==> src/rtl/pgrom_rd.sv <==
module pgrom_rd #(
  parameter int AW = 8,
  parameter int PW = 3,
  parameter int FULL_LAT = 9,
  parameter int PAGE_LAT = 5,
  parameter logic [15:0] MFR_CODE = 16'h00C2,
  parameter logic [15:0] DEV_CODE = 16'hB816
) (
  input  logic          clk,
  input  logic          rst_n,
  input  logic [AW-1:0] addr,
  input  logic          lsb_in,
  input  logic          cs,
  input  logic          oe,
  input  logic          byte_mode,
  input  logic          id_mode,
  output logic [15:0]   dout,
  output logic [1:0]    lane_oe,
  output logic          valid,
  output logic          id_err
);
  localparam int DEPTH = 1 << AW;
  localparam int CW = $clog2(FULL_LAT + 1);
  localparam int UW = AW - PW;

  logic [15:0] mem [DEPTH];

  initial begin
    for (int i = 0; i < DEPTH; i++) mem[i] = 16'hFFFF;
  end

  task automatic burn_zeros(input logic [AW-1:0] a, input logic [15:0] zmask);
    mem[a] = mem[a] & ~zmask;
  endtask

  logic [UW-1:0] up_q;
  logic [PW:0]   in_q;
  logic [1:0]    md_q;
  logic [CW-1:0] cnt_q;
  logic          act_q, ld_q;

  wire [UW-1:0] up_now = addr[AW-1:PW];
  wire [PW:0]   in_now = {addr[PW-1:0], byte_mode & lsb_in};
  wire [1:0]    md_now = {byte_mode, id_mode};

  wire same_pg  = act_q && (up_q == up_now) && (md_q == md_now);
  wire in_moved = (in_q != in_now);
  wire pg_rdy   = ld_q || (cnt_q == '0);
  wire go_full  = !same_pg || (in_moved && !pg_rdy);
  wire go_hit   = same_pg && in_moved && pg_rdy;

  always_ff @(posedge clk) begin
    if (!rst_n) begin
      act_q <= 1'b0;
      ld_q  <= 1'b0;
      cnt_q <= '0;
      up_q  <= '0;
      in_q  <= '0;
      md_q  <= '0;
    end else if (!cs) begin
      act_q <= 1'b0;
      ld_q  <= 1'b0;
      cnt_q <= '0;
    end else if (go_full) begin
      act_q <= 1'b1;
      ld_q  <= 1'b0;
      up_q  <= up_now;
      in_q  <= in_now;
      md_q  <= md_now;
      cnt_q <= CW'(FULL_LAT - 1);
    end else if (go_hit) begin
      in_q  <= in_now;
      cnt_q <= CW'(PAGE_LAT - 1);
    end else if (cnt_q != '0) begin
      cnt_q <= cnt_q - 1'b1;
    end else begin
      ld_q <= 1'b1;
    end
  end

  wire id_bad = id_mode && (addr[AW-1:1] != '0);
  wire [15:0] word = !id_mode ? mem[addr] :
                     id_bad   ? 16'hFFFF :
                     addr[0]  ? DEV_CODE : MFR_CODE;
  wire drive = valid && oe;

  assign valid   = cs && same_pg && !in_moved && (cnt_q == '0);
  assign id_err  = cs && id_bad;
  assign lane_oe = {drive && !byte_mode, drive};
  assign dout    = !drive   ? 16'h0000 :
                   byte_mode ? {8'h00, lsb_in ? word[15:8] : word[7:0]} : word;


  standby_hiz_chk: assert property (@(posedge clk) disable iff (!rst_n)
    !cs |-> (lane_oe == 2'b00) && !valid && (dout == 16'h0000));

  out_disable_chk: assert property (@(posedge clk) disable iff (!rst_n)
    (cs && !oe) |-> (lane_oe == 2'b00) && (dout == 16'h0000));

  byte_lane_chk: assert property (@(posedge clk) disable iff (!rst_n)
    byte_mode |-> !lane_oe[1] && (dout[15:8] == 8'h00));

  full_wait_chk: assert property (@(posedge clk) disable iff (!rst_n)
    $rose(cs) |=> !valid);

  id_parity_chk: assert property (@(posedge clk) disable iff (!rst_n)
    (lane_oe == 2'b11 && id_mode && !id_err) |-> (^dout));

  id_err_data_chk: assert property (@(posedge clk) disable iff (!rst_n)
    (id_err && lane_oe == 2'b11) |-> (dout == 16'hFFFF));
endmodule

==> config.mk <==
export PLATFORM = sky130hd
export DESIGN_NAME = pgrom_rd
export DESIGN_NICKNAME = d
export VERILOG_FILES = /design/src/rtl/pgrom_rd.sv
export SDC_FILE = /design/constraint.sdc
export NUM_CORES = 1
export LEC_CHECK = 0
export BUFFER_PORTS_ARGS = -buffer_cell sky130_fd_sc_hd__buf_4
export CAP_MARGIN = 20
export CORE_MARGIN = 1.5
export CORE_UTILIZATION = 50
export DETAILED_ROUTE_END_ITERATION = 8
export GPL_ROUTABILITY_DRIVEN = 0
export HOLD_SLACK_MARGIN = 0.02
export PLACE_DENSITY = 0.81
export SYNTH_ARGS = -nofsm -noshare
export SYNTH_HDL_FRONTEND = slang
export SYNTH_SLANG_ARGS = --single-unit
export TNS_END_PERCENT = 5
==> constraint.sdc <==
create_clock -name clk -period 2.3 [get_ports clk]
set_input_delay 0.115 -clock clk [delete_from_list [all_inputs] [get_ports clk]]
set_output_delay 0.115 -clock clk [all_outputs]
set_load 0.01 [all_outputs]
==> metrics.cfg <==
[routing]
drtPass1Iterations = 4
wl_per_cell_um = 11.7
drtAntennaViolNets = 0
drc = 0
drt_iter0_markers = 13
wl_um = 2200
num_vias = 979
routed_via_density = 5.21

[layout]
fill_cells = 174
area_delta_synth_final_pct = 23.7
seq_area_um2 = 340
drive_gt1_share_pct = 29.8
multi_input_area_um2 = 666
num-nets-final = 178
fin_area_mm2 = 0.00136
num_antenna_cells = 0

[synthesis]
synth_nets = 151
synth.yosys.seq_area_share_pct = 31.0
ys_warn_count = 0
synthArstFlopShare_pct = 0
yosysUniqueCellTypes = 31
synth_cells = 135
netlist_area_mm2 = 0.00110
synth-edff-count = 0
ys_ff_latch = 17
syn_area_per_cell_um2 = 8.14
synthFlopType = dfxtp_1

[floorplan]
core_area_mm2 = 0.00202
dieHeight_um = 49.9
std_cell_rows = 16
start_util_pct = 54.3
chipWidth_um = 49.9
ios = 35
die-area_mm2 = 0.00249

[critical_path]
cp_data_required_time_ns = 2.18
slowest_delay_ns = 0.41
endpoint_kind = output port
cp.arrival_ns = 2.05
worstPathCellList = nand3_1 -> a2111oi_4 -> nand3_2 -> or2_4 -> a21oi_1 -> buf_4
critPathMaxFanout = 8
crit_family = simple AND/OR/NAND/NOR gates
startpoint_type = flip-flop
cp_slowest_cell = a2111oi_4
cp.buffers_inverters = 1
path_class = flip-flop to output port

[cts]
clkSlewWorstSetupHoldPaths_ns = 0.10
cts_max_path_buffers = 2
postCtsHoldBufs = 0
postCtsResizedCells = 0
h-tree-depth = 1
cts_setup_buffers = 0
clock_latency_ns = 0.29
cts-root-buf = clkbuf_4
cts_buffers = 3
cts_sinks = 17
cts_tree = built

[pwr]
switchingPower_mw = 0.164
vdd_drop_max_mv = 0.327
pwr-share-seq_pct = 53.3
power.leakage_nw = 0.635
p_total_mw = 0.597
switching_share_pct = 27.5
p_per_area_mw_per_mm2 = 439
p_clk_share_pct = 27.2
combPwrFrac_pct = 19.5
p_int_mw = 0.433

[sta]
clock-skew-final_ns = 0.00239
final_hold_viol_count = 0
setup_violations = 0
period_share_pct = 94.3
finalCriticalPeriod_ns = 2.17
rsz0062_at_grt = yes
worstMarginPinSlew_ns = 0.540
max_freq_ghz = 0.461
relSlewSlack_pct = 63.5
maxSlewViolCount = 0

[global_routing]
grt_remaining_overflow = 0
grt_pass1_vias = 908
grt_max_degree = 22
grt_pass1_wl_um = 3690
antenna_found_initial = 0
grt_util_all_layers_pct = 18.8

[job]
maxCapViolations = 0

[placement]
io_buffers = 34
place_area_mm2 = 0.00132
hpwlAfterDp_um = 1750

[min_path]
hold_path.class = input pin to flip-flop

[status]
status = completed

[final cells by class]
cell class	instances	area share [%]
tap	27	2.49
multi-input combinational	99	49.0
timing repair buffer	37	20.4
inverter	4	1.10
sequential	17	25.0
clock buffer	4	1.93
[routing by layer]
| metal | global-route usage [%] | share of wire (%) |
|---|---|---|
| met5 | 0 | 0 |
| met4 | 5.56 | 0.91 |
| met3 | 2.12 | 6.7 |
| met2 | 36.0 | 51 |
| met1 | 21.6 | 41 |
[Yosys cell counts, types with 2 or more instances]
cell type / instances / area share [%]
a21oi_1: 8 / 3.6
and2_1: 2 / 1.1
buf_2: 2 / 0.91
buf_4: 9 / 6.1
clkbuf_1: 4 / 1.4
dfxtp_1: 17 / 31
inv_1: 4 / 1.4
mux2i_1: 12 / 11
nand2_1: 26 / 8.9
nand3_1: 3 / 1.4
nand3b_1: 2 / 1.4
nor2_1: 8 / 2.7
nor2b_1: 5 / 2.8
nor3_1: 4 / 1.8
nor4_1: 2 / 1.1
xnor2_1: 6 / 4.8
xor2_1: 7 / 5.6
[kinds of logic after synthesis]
family,Yosys count,share of synthesized area [%]
adders and majority gates,1,1.14
DFF,17,31.0
AOI/OAI and AO/OA,13,9.34
muxes,12,10.9
buffers and inverters,19,9.79
and+or+nand+nor,60,27.4
xor gates and xnor gates,13,10.4
[path summary, 6_finish.rpt]
kind,cells after the start,slack [ns],endpoint,start
hold / removal,3,0.08,up_q[2]$_SDFFE_PN0P_,addr[5]
setup / recovery,6,0.13,dout[5],in_q[0]$_SDFFE_PN0P_
hold reg to reg,2,0.48,up_q[0]$_SDFFE_PN0P_,up_q[0]$_SDFFE_PN0P_
setup reg to reg,7,0.44,md_q[0]$_SDFFE_PN0P_,cnt_q[0]$_SDFFE_PP0P_
[stage by stage]
stage | hold slack (ns) | setup TNS, ns | utilization [%] | worst slack, ns | cells
floorplan | 0.254 | -0.154 | - | -0.0284 | 135
global placement | 0.389 | 0 | 65.2 | 0.338 | 184
detailed placement | 0.400 | 0 | 65.2 | 0.349 | 184
CTS | 0.0797 | 0 | 66.5 | 0.0684 | 188
global route | 0.0917 | -0.0266 | 67.2 | -0.0151 | 188
finish | 0.0823 | 0 | 67.2 | 0.131 | 188
[placed cells by master (no fill, tap or decap), types with 2 or more instances in the layout]
cell type  instances
buf_4             37
nand2_1           26
dfxtp_1           17
mux2i_1           12
nor2_1             8
a21oi_1            8
xor2_1             7
xnor2_1            6
inv_1              4
nor2b_1            4
nand3_1            3
nor3_1             3
clkbuf_4           3
nor4_1             2
and2_1             2
nand3b_1           2
[flip-flops by register name (all words and copies together), names as in the netlist]
name,flops
act_q,1
cnt_q,4
in_q,4
ld_q,1
md_q,2
up_q,5
[power by group through the flow]
stage	logic, mW	registers [mW]	clock network, mW
after global placement	0.113	0.324	0
after global routing	0.128	0.320	0.177
final	0.116	0.318	0.162
after CTS	0.117	0.318	0.169
after floorplan	0.0777	0.323	0
after detailed placement	0.116	0.325	0
[worst reg2reg max path, cell delays in order (launching register included)]
cell and delay [ns]:
dfxtp_1 0.34, inv_1 0.07, ha_1 0.23, nor3b_2 0.17, buf_4 0.16, nor4b_1 0.48
a21oi_4 0.14, mux2i_1 0.15
Power figures use the tool's default switching activity.
